File: config.mk
export PLATFORM = sky130hd
export DESIGN_NAME = wen_unlock
export DESIGN_NICKNAME = d
export VERILOG_FILES = /design/src/rtl/wen_pkg.sv /design/src/rtl/wen_bus_decode.sv /design/src/rtl/wen_key_seq.sv /design/src/rtl/wen_enable_reg.sv /design/src/rtl/wen_unlock.sv
export SDC_FILE = /design/constraint.sdc
export NUM_CORES = 1
export LEC_CHECK = 0
export BUFFER_PORTS_ARGS = -buffer_cell sky130_fd_sc_hd__buf_2
export CORE_AREA = 10 10 47 49
export CTS_CLUSTER_SIZE = 25
export DETAILED_ROUTE_END_ITERATION = 16
export DIE_AREA = 0 0 57 59
export MAX_ROUTING_LAYER = met4
export PLACE_DENSITY_LB_ADDON = 0.05
export SLEW_MARGIN = 10
export SYNTH_ARGS = -nofsm -noshare
export SYNTH_HDL_FRONTEND = slang
export SYNTH_SLANG_ARGS = --single-unit
File: constraint.sdc
create_clock -name clk -period 1.4 [get_ports clk]
set_input_delay 0.28 -clock clk [delete_from_list [all_inputs] [get_ports clk]]
set_output_delay 0.28 -clock clk [all_outputs]
set_load 0.05 [all_outputs]
File: src/rtl/wen_pkg.sv
package wen_pkg;
   typedef enum logic [1:0] {
      SEQ_IDLE = 2'd0,
      SEQ_HALF = 2'd1,
      SEQ_OPEN = 2'd2
   } seq_state_e;

   function automatic int unsigned wen_max(input int unsigned a, input int unsigned b);
      return (a > b) ? a : b;
   endfunction
endpackage

File: src/rtl/wen_bus_decode.sv
module wen_bus_decode #(
   parameter int unsigned ADDR_W   = 8,
   parameter int unsigned DATA_W   = 16,
   parameter logic [ADDR_W-1:0] KEY_ADDR = 8'h2E,
   parameter logic [ADDR_W-1:0] CFG_ADDR = 8'h3C,
   parameter logic [7:0] KEY_A = 8'h55,
   parameter logic [7:0] KEY_B = 8'hAA,
   parameter int unsigned EN_BIT = 13
) (
   input  logic              wr_i,
   input  logic [ADDR_W-1:0] addr_i,
   input  logic [DATA_W-1:0] wdata_i,
   output logic              key_hit_o,
   output logic              cfg_hit_o,
   output logic              key_a_o,
   output logic              key_b_o,
   output logic              cfg_bit_o
);
   logic [7:0] key_byte;

   assign key_byte  = wdata_i[7:0];
   assign key_hit_o = wr_i && (addr_i == KEY_ADDR);
   assign cfg_hit_o = wr_i && (addr_i == CFG_ADDR);
   assign key_a_o   = (key_byte == KEY_A);
   assign key_b_o   = (key_byte == KEY_B);
   assign cfg_bit_o = wdata_i[EN_BIT];
endmodule

File: src/rtl/wen_key_seq.sv
module wen_key_seq
   import wen_pkg::*;
#(
   parameter int unsigned KEY_GAP = 1,
   parameter int unsigned WINDOW  = 1
) (
   input  logic clk,
   input  logic rst_n,
   input  logic key_hit_i,
   input  logic cfg_hit_i,
   input  logic key_a_i,
   input  logic key_b_i,
   output logic armed_o
);
   localparam int unsigned LIM = wen_max(KEY_GAP, WINDOW);
   localparam int unsigned CW  = (LIM > 1) ? $clog2(LIM + 1) : 1;

   seq_state_e state_q, state_d;
   logic       tmr_start, tmr_step, expire;

   assign tmr_start = key_hit_i && !cfg_hit_i;
   assign tmr_step  = !key_hit_i && !cfg_hit_i && (state_q != SEQ_IDLE);

   generate
      if (LIM == 1) begin : g_no_timer
         assign expire = 1'b1;
      end else begin : g_timer
         logic [CW-1:0] cnt_q;
         logic [CW-1:0] limit;
         assign limit  = (state_q == SEQ_HALF) ? CW'(KEY_GAP) : CW'(WINDOW);
         assign expire = (cnt_q >= limit);
         always_ff @(posedge clk) begin
            if (!rst_n)              cnt_q <= CW'(1);
            else if (tmr_start)      cnt_q <= CW'(1);
            else if (tmr_step && !expire) cnt_q <= cnt_q + CW'(1);
         end
      end
   endgenerate

   always_comb begin
      state_d = state_q;
      if (cfg_hit_i) begin
         state_d = SEQ_IDLE;
      end else if (key_hit_i) begin
         if (state_q == SEQ_HALF) state_d = key_b_i ? SEQ_OPEN : SEQ_IDLE;
         else                     state_d = key_a_i ? SEQ_HALF : SEQ_IDLE;
      end else if (state_q != SEQ_IDLE && expire) begin
         state_d = SEQ_IDLE;
      end
   end

   always_ff @(posedge clk) begin
      if (!rst_n) state_q <= SEQ_IDLE;
      else        state_q <= state_d;
   end

   assign armed_o = (state_q == SEQ_OPEN);


   half_needs_first_key_chk: assert property (@(posedge clk) disable iff (!rst_n)
      (state_q == SEQ_HALF && !$past(state_q == SEQ_HALF)) |-> $past(key_hit_i && key_a_i));

   open_needs_second_key_chk: assert property (@(posedge clk) disable iff (!rst_n)
      (state_q == SEQ_OPEN && !$past(state_q == SEQ_OPEN))
         |-> $past(key_hit_i && key_b_i && state_q == SEQ_HALF));

   open_consumed_chk: assert property (@(posedge clk) disable iff (!rst_n)
      (state_q == SEQ_OPEN && cfg_hit_i) |=> (state_q == SEQ_IDLE));
endmodule

File: src/rtl/wen_enable_reg.sv
module wen_enable_reg (
   input  logic clk,
   input  logic rst_n,
   input  logic cfg_hit_i,
   input  logic cfg_bit_i,
   input  logic armed_i,
   output logic wen_o
);
   logic wen_q;

   always_ff @(posedge clk) begin
      if (!rst_n)                   wen_q <= 1'b0;
      else if (cfg_hit_i) begin
         if (!cfg_bit_i)            wen_q <= 1'b0;
         else if (armed_i)          wen_q <= 1'b1;
      end
   end

   assign wen_o = wen_q;


   en_rise_needs_unlock_chk: assert property (@(posedge clk) disable iff (!rst_n)
      $rose(wen_q) |-> $past(armed_i && cfg_hit_i && cfg_bit_i));

   en_fall_needs_clear_chk: assert property (@(posedge clk) disable iff (!rst_n)
      $fell(wen_q) |-> $past(cfg_hit_i && !cfg_bit_i));
endmodule

File: src/rtl/wen_unlock.sv
module wen_unlock #(
   parameter int unsigned ADDR_W   = 8,
   parameter int unsigned DATA_W   = 16,
   parameter logic [ADDR_W-1:0] KEY_ADDR = 8'h2E,
   parameter logic [ADDR_W-1:0] CFG_ADDR = 8'h3C,
   parameter logic [7:0] KEY_A = 8'h55,
   parameter logic [7:0] KEY_B = 8'hAA,
   parameter int unsigned EN_BIT  = 13,
   parameter int unsigned KEY_GAP = 1,
   parameter int unsigned WINDOW  = 1
) (
   input  logic              clk,
   input  logic              rst_n,
   input  logic              bus_wr_i,
   input  logic [ADDR_W-1:0] bus_addr_i,
   input  logic [DATA_W-1:0] bus_wdata_i,
   output logic              wr_en_o
);
   generate
      if (DATA_W < 8)          begin : g_bad_w   $error("DATA_W must hold a key byte"); end
      if (EN_BIT >= DATA_W)    begin : g_bad_bit $error("EN_BIT outside data word"); end
      if (KEY_ADDR == CFG_ADDR) begin : g_bad_adr $error("key and config addresses clash"); end
      if (KEY_A == KEY_B)      begin : g_bad_key $error("key values must differ"); end
      if (KEY_GAP < 1 || WINDOW < 1) begin : g_bad_tm $error("timing limits must be at least 1"); end
   endgenerate

   logic key_hit, cfg_hit, key_a, key_b, cfg_bit, armed;

   wen_bus_decode #(
      .ADDR_W(ADDR_W), .DATA_W(DATA_W), .KEY_ADDR(KEY_ADDR), .CFG_ADDR(CFG_ADDR),
      .KEY_A(KEY_A), .KEY_B(KEY_B), .EN_BIT(EN_BIT)
   ) u_dec (
      .wr_i(bus_wr_i), .addr_i(bus_addr_i), .wdata_i(bus_wdata_i),
      .key_hit_o(key_hit), .cfg_hit_o(cfg_hit), .key_a_o(key_a),
      .key_b_o(key_b), .cfg_bit_o(cfg_bit)
   );

   wen_key_seq #(.KEY_GAP(KEY_GAP), .WINDOW(WINDOW)) u_seq (
      .clk(clk), .rst_n(rst_n), .key_hit_i(key_hit), .cfg_hit_i(cfg_hit),
      .key_a_i(key_a), .key_b_i(key_b), .armed_o(armed)
   );

   wen_enable_reg u_en (
      .clk(clk), .rst_n(rst_n), .cfg_hit_i(cfg_hit), .cfg_bit_i(cfg_bit),
      .armed_i(armed), .wen_o(wr_en_o)
   );
endmodule

# After elaboration in Yosys (flattened, before gate mapping)
# Index checks and enable logic that the tools add are counted.
# totals
ff_bits	3
input_bits	27
out_inout_bits	1
wordCells	23
# op_classes
eq_ne	7
n_mux	7
n_bitwise	1
reduce_logical	6
# ops
operator	count
8-bit by 6-bit equality test with 1-bit output, second input constant	2
8-bit by 7-bit equality test with 1-bit output, second input constant	1
8-bit equality test, second input constant	1
2-bit 2-to-1 mux	4
2-bit nonzero test	2
1-bit 2-to-1 mux	3
2-bit by 1-bit equality test with 1-bit output, second input constant	1
2-bit equality test, second input constant	1
1-bit logical AND	2
2-bit by 1-bit != test with 1-bit output, second input constant	1
2-bit AND reduction	1
2-bit OR reduction	1
1-bit NOT	1

# Logic depth before layout (Yosys ltp)
# Gate-level depths: netlist of run 1.
# logic_depth
ltp_word	4
depth_mapped	3
depth_no_buf	3

# Cells and area by module
# From an unflattened synthesis of run 1, not the netlist that was laid out.
# unflattened
hier_cells	23
hier_area_um2	232.7
# by_module_without_submodules
module	n_inst	cells_each	area_each_um2	seq_area_each_um2
wen_bus_decode	1	12	102.6	0.0
wen_key_seq	1	7	78.8	40.0
wen_enable_reg	1	4	51.3	20.0

# Least setup slack after synthesis of run 1
# No wires, ideal clock.
# synth_path
path_type	input-to-reg
from	input bus_addr_i[6]
to	register u_en.wen_q, in the netlist u_en.wen_o
setup_ns	0.122
arrival_ns	0.959
required_time_ns	1.278
slack_ns	0.319
cell_stages	3
n_path_buf	0
cell_sequence	and4bb_1 -> nand3_2 -> o311a_1
# synth_between
elab_chain_cells	3
# synth_rtl
element	line	source
from (decl)	wen_unlock.sv:15	input logic [ADDR_W-1:0] bus_addr_i,
8-bit by 6-bit equality test with 1-bit output	wen_bus_decode.sv:23	assign cfg_hit_o = wr_i && (addr_i == CFG_ADDR);
1-bit logical AND	wen_bus_decode.sv:23	
2-bit AND reduction (no source line)	--	
to (signal assigned)	wen_enable_reg.sv:12	if (!rst_n) wen_q <= 1'b0;
to (signal assigned)	wen_enable_reg.sv:14	if (!cfg_bit_i) wen_q <= 1'b0;
to (signal assigned)	wen_enable_reg.sv:15	else if (armed_i) wen_q <= 1'b1;
to (decl)	wen_enable_reg.sv:9	logic wen_q;
# No other way between the ends.
# A chain may end at the register's enable or synchronous reset.

# Worst setup path in the final report of run 1
# layout_path
from	register u_en.wen_q, in the netlist u_en.wen_o
to	output wr_en_o
# layout_lines
element	line	source
to (decl)	wen_unlock.sv:17	output logic wr_en_o
# No word-level cell between the ends.

==> results by group, run 1 <==
Timing
  – Slew @ Worst Pin: 0.2654 ns
  – Highest clock rate: between 900 and 1000 MHz
  – Tmin final: approximately 1.1 ns
  – Setup Skew: roughly 0.0041 ns
  – Fin crit share: 79.33%
  – RSZ-0062 raised after global routing: no
  – Setup TNS: 0 ns
  – Max transition margin: 82.07%
  – Final setup viols: 0
  – Hold WS: 0.2604 ns
  – Setup ws final: 0.2893 ns
  – Final Hold Vio Count: 0
  – Max-slew violation count: 0

Routing
  – Via density: 4.450
  – WL per Instance: between 10 and 15 µm
  – Post-DRT Antenna Nets: 0
  – Residual DRC: 0
  – DRT Pass-1 Iters: 2
  – Post-Route WL: around 840 µm
  – Via count: 267
  – DRT iter0 DRCs: 1

Power
  – NetSw: 0.06132 mW
  – Combinational share of power: 14.8%
  – Clock power frac: 54.6%
  – Leak Pwr: 0.1650 nW
  – Power Total: 0.2809 mW
  – Sw frac: 21.83%
  – Internal power: about 0.22 mW
  – Sequential share of power: 30.6%
  – VDD IR-drop max: 394.1 µV
  – PwrDens: 798.9 nW/µm²

Logic synthesis
  – Flops & latches, synth: 3
  – Top cell type's share of synthesized area: between 20% and 30%
  – Mapped Area: 205.2 µm²
  – Synth Instances: 20
  – Mapped Nets: 47
  – Post-synthesis sequential area ratio: 29.27%
  – Area leader, netlist: dfxtp_1
  – Top cells by area, synth: dfxtp_1 (29%), nor4bb_1 (20%), and4bb_1 (6.1%), and4bb_2 (6.1%), nand2b_1 (6.1%)
  – Yosys warns: 0
  – Syn_area_per_cell: 10.26 µm²
  – Synth cell types: 13

Clock tree
  – Hold-fix buffers at CTS: 0
  – Clk root buf: clkbuf_4
  – Clk_lat worst skew: 0.24 ns
  – CTS tree: built
  – Postcts setup bufs: 0
  – CTS Buf Count: 3
  – CTS clk-pin slew, worst paths: 0.04 ns
  – Clock sinks: 3
  – CTS H-Tree Depth: 1
  – # resized after CTS: 0
  – CTS Buffer Depth: 2

Global routing
  – Total track usage: under 10%
  – Gr ovfl total: 0
  – First-pass GRT wire length: ~1400 µm
  – Initial antenna violation count: 0
  – Pin count of the biggest net entering global routing: 5
  – Vias in the first global route: 312

Setup path
  – Crit path buffers/inverters: 1
  – Critical Path RT: 1.12 ns
  – R2R depth: 3
  – CP Launch Type: register
  – Kind of cell adding the most delay to the critical path: flip-flops
  – R2r endpoint: u_en.wen_o$_SDFFE_PN0P_
  – Max FO, Critical Path: 2
  – FF-to-FF setup slack: 0.35 ns
  – Worst r2r src: u_seq.state_q[0]$_SDFFE_PP0P_
  – Worst setup path class: reg -> out
  – Crit path capture type: output port
  – Crit path arrival time: 0.83 ns
  – Crit-path max cell delay: 0.33 ns
  – Worst path slowest cell: dfxtp_1
  – CP cell instances: buf_2

Floorplanning
  – Row cnt: 14
  – Chip width: 57 µm
  – Die Area: 3363 µm²
  – Starting Density: 14.64%
  – Ports: 28
  – Die Ht: just under 60 µm
  – Core footprint: approximately 1400 µm²

Worst hold path
  – Hold path cells: 2
  – Hold endpoint: u_seq.state_q[1]$_SDFFE_PP0P_
  – Hold path start: bus_addr_i[4]
  – Hold Path Class: in -> reg

Place
  – Routability cong.: 0.6043
  – Dpl cell area: roughly 330 µm²
  – Pre-CTS setup slack: roughly 0.14 ns
  – Placed cells: between 50 and 60
  – I/O Buffers: 20

Outcome
  – Status: finished clean

Cells and area
  – Share of post-route cells with drive strength above 1: 59.09%
  – Area Overhead vs Synth: 71.34%
  – Final instance area: approximately 350 µm²
  – Fin util: 25.09%
  – Non-filler cells, final: 60
  – Fill count: 165
  – Nets@finish: 72
  – Ant diodes: 0

Flow run
  – Max-cap violation count: 0
## final cells by class
type	count	area (µm²)	area share [%]
repair buffers	20	100.1	28.47
clock buffers	4	26.28	7.473
multi-input cells	17	145.1	41.28
well taps	16	20.02	5.694
flip-flops and latches	3	60.06	17.08
## power by group through the flow
stage	logic, mW	clock network [mW]	registers, mW
5_1_grt	0.0465	0.176	0.0858
6_report	0.0417	0.153	0.0860
2_1_floorplan	0.0114	0	0.0872
3_5_place_dp	0.0418	0	0.0872
4_1_cts	0.0421	0.161	0.0859
3_3_place_gp	0.0403	0	0.0872
## worst max-delay path by stage
stage / end / slack [ns] / cells after the start / from
finish: wr_en_o / 0.29 / 1 / u_en.wen_o$_SDFFE_PN0P_
global route: wr_en_o / 0.24 / 1 / u_en.wen_o$_SDFFE_PN0P_
CTS: wr_en_o / 0.27 / 1 / u_en.wen_o$_SDFFE_PN0P_
detailed placement: u_en.wen_o$_SDFFE_PN0P_ / 0.14 / 4 / bus_addr_i[6]
global placement: u_en.wen_o$_SDFFE_PN0P_ / 0.16 / 4 / bus_addr_i[6]
floorplan: u_en.wen_o$_SDFFE_PN0P_ / 0.32 / 3 / bus_addr_i[6]
## cell usage after synthesis, drive strengths merged
master,instances
nor4bb,4
and4bb,2
and2b,1
nand3,2
o311a,1
a41o,1
nand3b,1
nand2b,2
nor4,2
dfxtp,3
nand2,1
## cell families after synthesis
group              after synthesis  synth area share, %
and+or+nand+nor                 15                60.36
DFF                              3                29.27
AOI/OAI and AO/OA                2                10.37
## layer usage
| layer | wire length [µm] | up-vias | part of all wire [%] | track usage (%) |
|---|---|---|---|---|
| met2 | 477 | 11 | 57 | 9.922 |
| met1 | 258 | 121 | 31 | 3.832 |
| met3 | 74 | 2 | 8.8 | 3.863 |
| met5 | 0 | - | 0 | - |
| met4 | 28 | 0 | 3.3 | 5.034 |
| li1 | - | 133 | - | - |
## sequential cells by signal (all words and copies together), names as in the netlist
signal         cells
u_en.wen_o         1
u_seq.state_q      2
## cell usage in the layout (no fill, tap or decap)
cell type / n
nor4_1: 2
and4bb_2: 1
buf_2: 20
and2b_1: 1
nand3_2: 1
and4bb_1: 1
nand3_1: 1
nor4bb_1: 4
o311a_1: 1
clkbuf_4: 3
clkbuf_1: 1
nand2b_1: 2
a41o_2: 1
nand3b_1: 1
nand2_1: 1
dfxtp_1: 3
Power figures use the tool's default switching activity.
==> run 2, diff against run 1 <==
- clock period: 1.4 -> 0.9 ns (I/O delays scaled with it)
==> run 2 against run 1 <==
- clock skew rose by 0.00084 ns
- the run now ends with negative setup slack left
- sequential share of layout area fell by 0.58 points
- first-iteration DRC count fell by 100%
- non-clock buffer count rose by 2
- combinational power rose by 61%
- flip-flop and latch count did not move
- final area rose by 7.8%
- via count rose by 0.75%
- die area did not move
- worst hold slack got worse by 0.075 ns
- clock power rose by 53%
==> results by group, run 2 (synthesis gave the netlist of run 1 again) <==
Clock tree
  – Clk_lat worst skew: 0.23 ns (about the same)
  – Postcts setup bufs: 0 (unchanged)
  – CTS tree: built
  – CTS Buffer Depth: 2 (unchanged)
  – Clock sinks: 3 (unchanged)
  – CTS Buf Count: 3 (unchanged)
  – CTS clk-pin slew, worst paths: 0.04 ns (about the same)
  – Hold-fix buffers at CTS: 0 (unchanged)
  – CTS H-Tree Depth: 1 (unchanged)
  – Clk root buf: clkbuf_4

Cells and area
  – Non-filler cells, final: 62 (+3.3%)
  – Number of flip-flops in the largest register: 2 (unchanged)
  – Most common cell after layout, fill and taps aside: buf_2
  – Fin util: 27.05% (+2.0 points)
  – Final instance area: 379.1 µm² (+7.8%)
  – Nets@finish: 74 (+2.8%)
  – Area Overhead vs Synth: 84.76%
  – Ant diodes: 0 (unchanged)
  – Commonest non-fill, non-tap cells in the layout: buf_2 (19), nor4bb_1 (4), clkbuf_4 (3)
  – Share of post-route cells with drive strength above 1: 65.22% (+6.1 points)
  – Top reg by flops: u_seq.state_q

Setup path
  – CP Launch Type: register
  – Max FO, Critical Path: 2 (unchanged)
  – Critical Path RT: 1.02 ns (-0.10 ns)
  – Crit path arrival time: 1.08 ns (+0.25 ns)
  – Crit path capture type: register
  – Worst setup path class: reg -> reg

Routing
  – Post-DRT Antenna Nets: 0 (unchanged)
  – Residual DRC: 0 (unchanged)
  – WL per Instance: 12.60 µm (-9.9%)
  – DRT Pass-1 Iters: 1 (-1)
  – Via density: 4.339 (-2.5%)
  – Via count: 269 (+0.75%)
  – Post-Route WL: 781 µm (-6.9%)
  – DRT iter0 DRCs: 0 (-1)

Power
  – PwrDens: 1148 nW/µm² (+44%)
  – Leak Pwr: 0.1779 nW (+7.8%)
  – VDD IR-drop max: 210.7 µV (-47%)

Outcome
  – Failing checks: negative setup slack
  – Status: complete, but fails checks

Worst hold path
  – Hold Path Class: in -> reg

Place
  – Dpl cell area: 341.6 µm² (+5.0%)
  – I/O Buffers: 20 (unchanged)
  – Placed cells: 58 (+3.6%)
  – Routability cong.: 0.6098 (+0.91%)
  – DP HPWL: 676.6 µm

Timing
  – Final Hold Vio Count: 0 (unchanged)
  – Max-slew violation count: 0 (unchanged)
  – Final setup viols: 2 (+2)
  – Setup TNS: -0.07270 ns (-0.07270 ns)
  – Setup ws final: -0.06318 ns (-0.3525 ns)
  – Tmin final: 0.9632 ns
  – Setup Skew: 0.004979 ns (+0.0008373 ns)
  – Fin crit share: 107.0%
  – Max transition margin: 82.04% (about the same)
  – Slew @ Worst Pin: 0.2658 ns (+0.0004754 ns)
  – RSZ-0062 raised after global routing: yes
  – Highest clock rate: ~1000 MHz

Flow run
  – Max-cap violation count: 0 (unchanged)

Floorplanning
  – Die Area: 3363 µm² (unchanged)
  – Starting Density: 14.64% (unchanged)
  – Ports: 28 (unchanged)
  – Row cnt: 14 (unchanged)
  – Chip width: 57 µm (unchanged)
  – Core footprint: 1401 µm² (unchanged)
  – Die Ht: 59 µm (unchanged)

Global routing
  – Pin count of the biggest net entering global routing: 4 (-1)
  – Gr ovfl total: 0 (unchanged)
  – Vias in the first global route: 330 (+5.8%)
  – Initial antenna violation count: 0 (unchanged)
  – Total track usage: 5.538% (-0.21 points)
  – First-pass GRT wire length: 1338 µm (-1.0%)
==> run 2: changes by cell type in the layout (fill, tap and decap cells not counted) <==
cell	change
buf_2	-1
buf_8	+1
dfxtp_2	+2
buf_4	+2
dfxtp_1	-2
==> run 2: cell type report <==
type,count,area (µm²)
Clock buffer,4,26.28
Fill cell,174,1022
Multi-Input combinational cell,17,145.1
Sequential cell,3,62.56
Tap cell,16,20.02
Timing Repair Buffer,22,125.1
==> run 2: worst max-delay path, cell delays in order, from the launching register on <==
cell and delay [ns]:
dfxtp_2 0.31, and4bb_2 0.22, a41o_2 0.21, o311a_1 0.11
==> run 2: worst paths after layout <==
kind,slack [ns],startpoint,endpoint,cells after the start
worst max-delay path,-0.06,u_seq.state_q[0]$_SDFFE_PP0P_,u_en.wen_o$_SDFFE_PN0P_,3
worst min-delay path,0.19,rst_n,u_en.wen_o$_SDFFE_PN0P_,2
worst max register to register,-0.06,u_seq.state_q[0]$_SDFFE_PP0P_,u_en.wen_o$_SDFFE_PN0P_,3
worst min register to register,0.61,u_seq.state_q[1]$_SDFFE_PP0P_,u_seq.state_q[0]$_SDFFE_PP0P_,3
==> run 2: repair_timing <==
item | in CTS | in global routing
endpoints found under the setup margin | 2 | 4
resized for setup | 4 | 0
pin swaps | 1 | 0
==> run 2: through the flow <==
step	setup WS, ns	total power [mW]	hold slack (ns)
after detailed placement	-0.1783	0.2030	0.4300
after CTS	-0.07407	0.4492	0.1765
final	-0.06318	0.4352	0.1858
after global placement	-0.1734	0.2007	0.4298
after floorplan	-0.04675	0.1533	0.2561
after global routing	-0.09873	0.4673	0.1806
==> run 2: power by group <==
part / switching, mW / internal (mW)
sequential: 0.000000157 / 0.134
combinational: 0.0231 / 0.0441
clock: 0.0683 / 0.166
total: 0.0915 / 0.344
==> run 2: per-layer routing <==
| layer | vias to the layer above | share of wire (%) | GRT usage [%] |
|---|---|---|---|
| li1 | 138 | - | - |
| met1 | 117 | 41 | 4.717 |
| met2 | 12 | 50 | 8.372 |
| met3 | 2 | 7.3 | 3.433 |
| met4 | 0 | 1.3 | 5.034 |
| met5 | - | 0 | - |
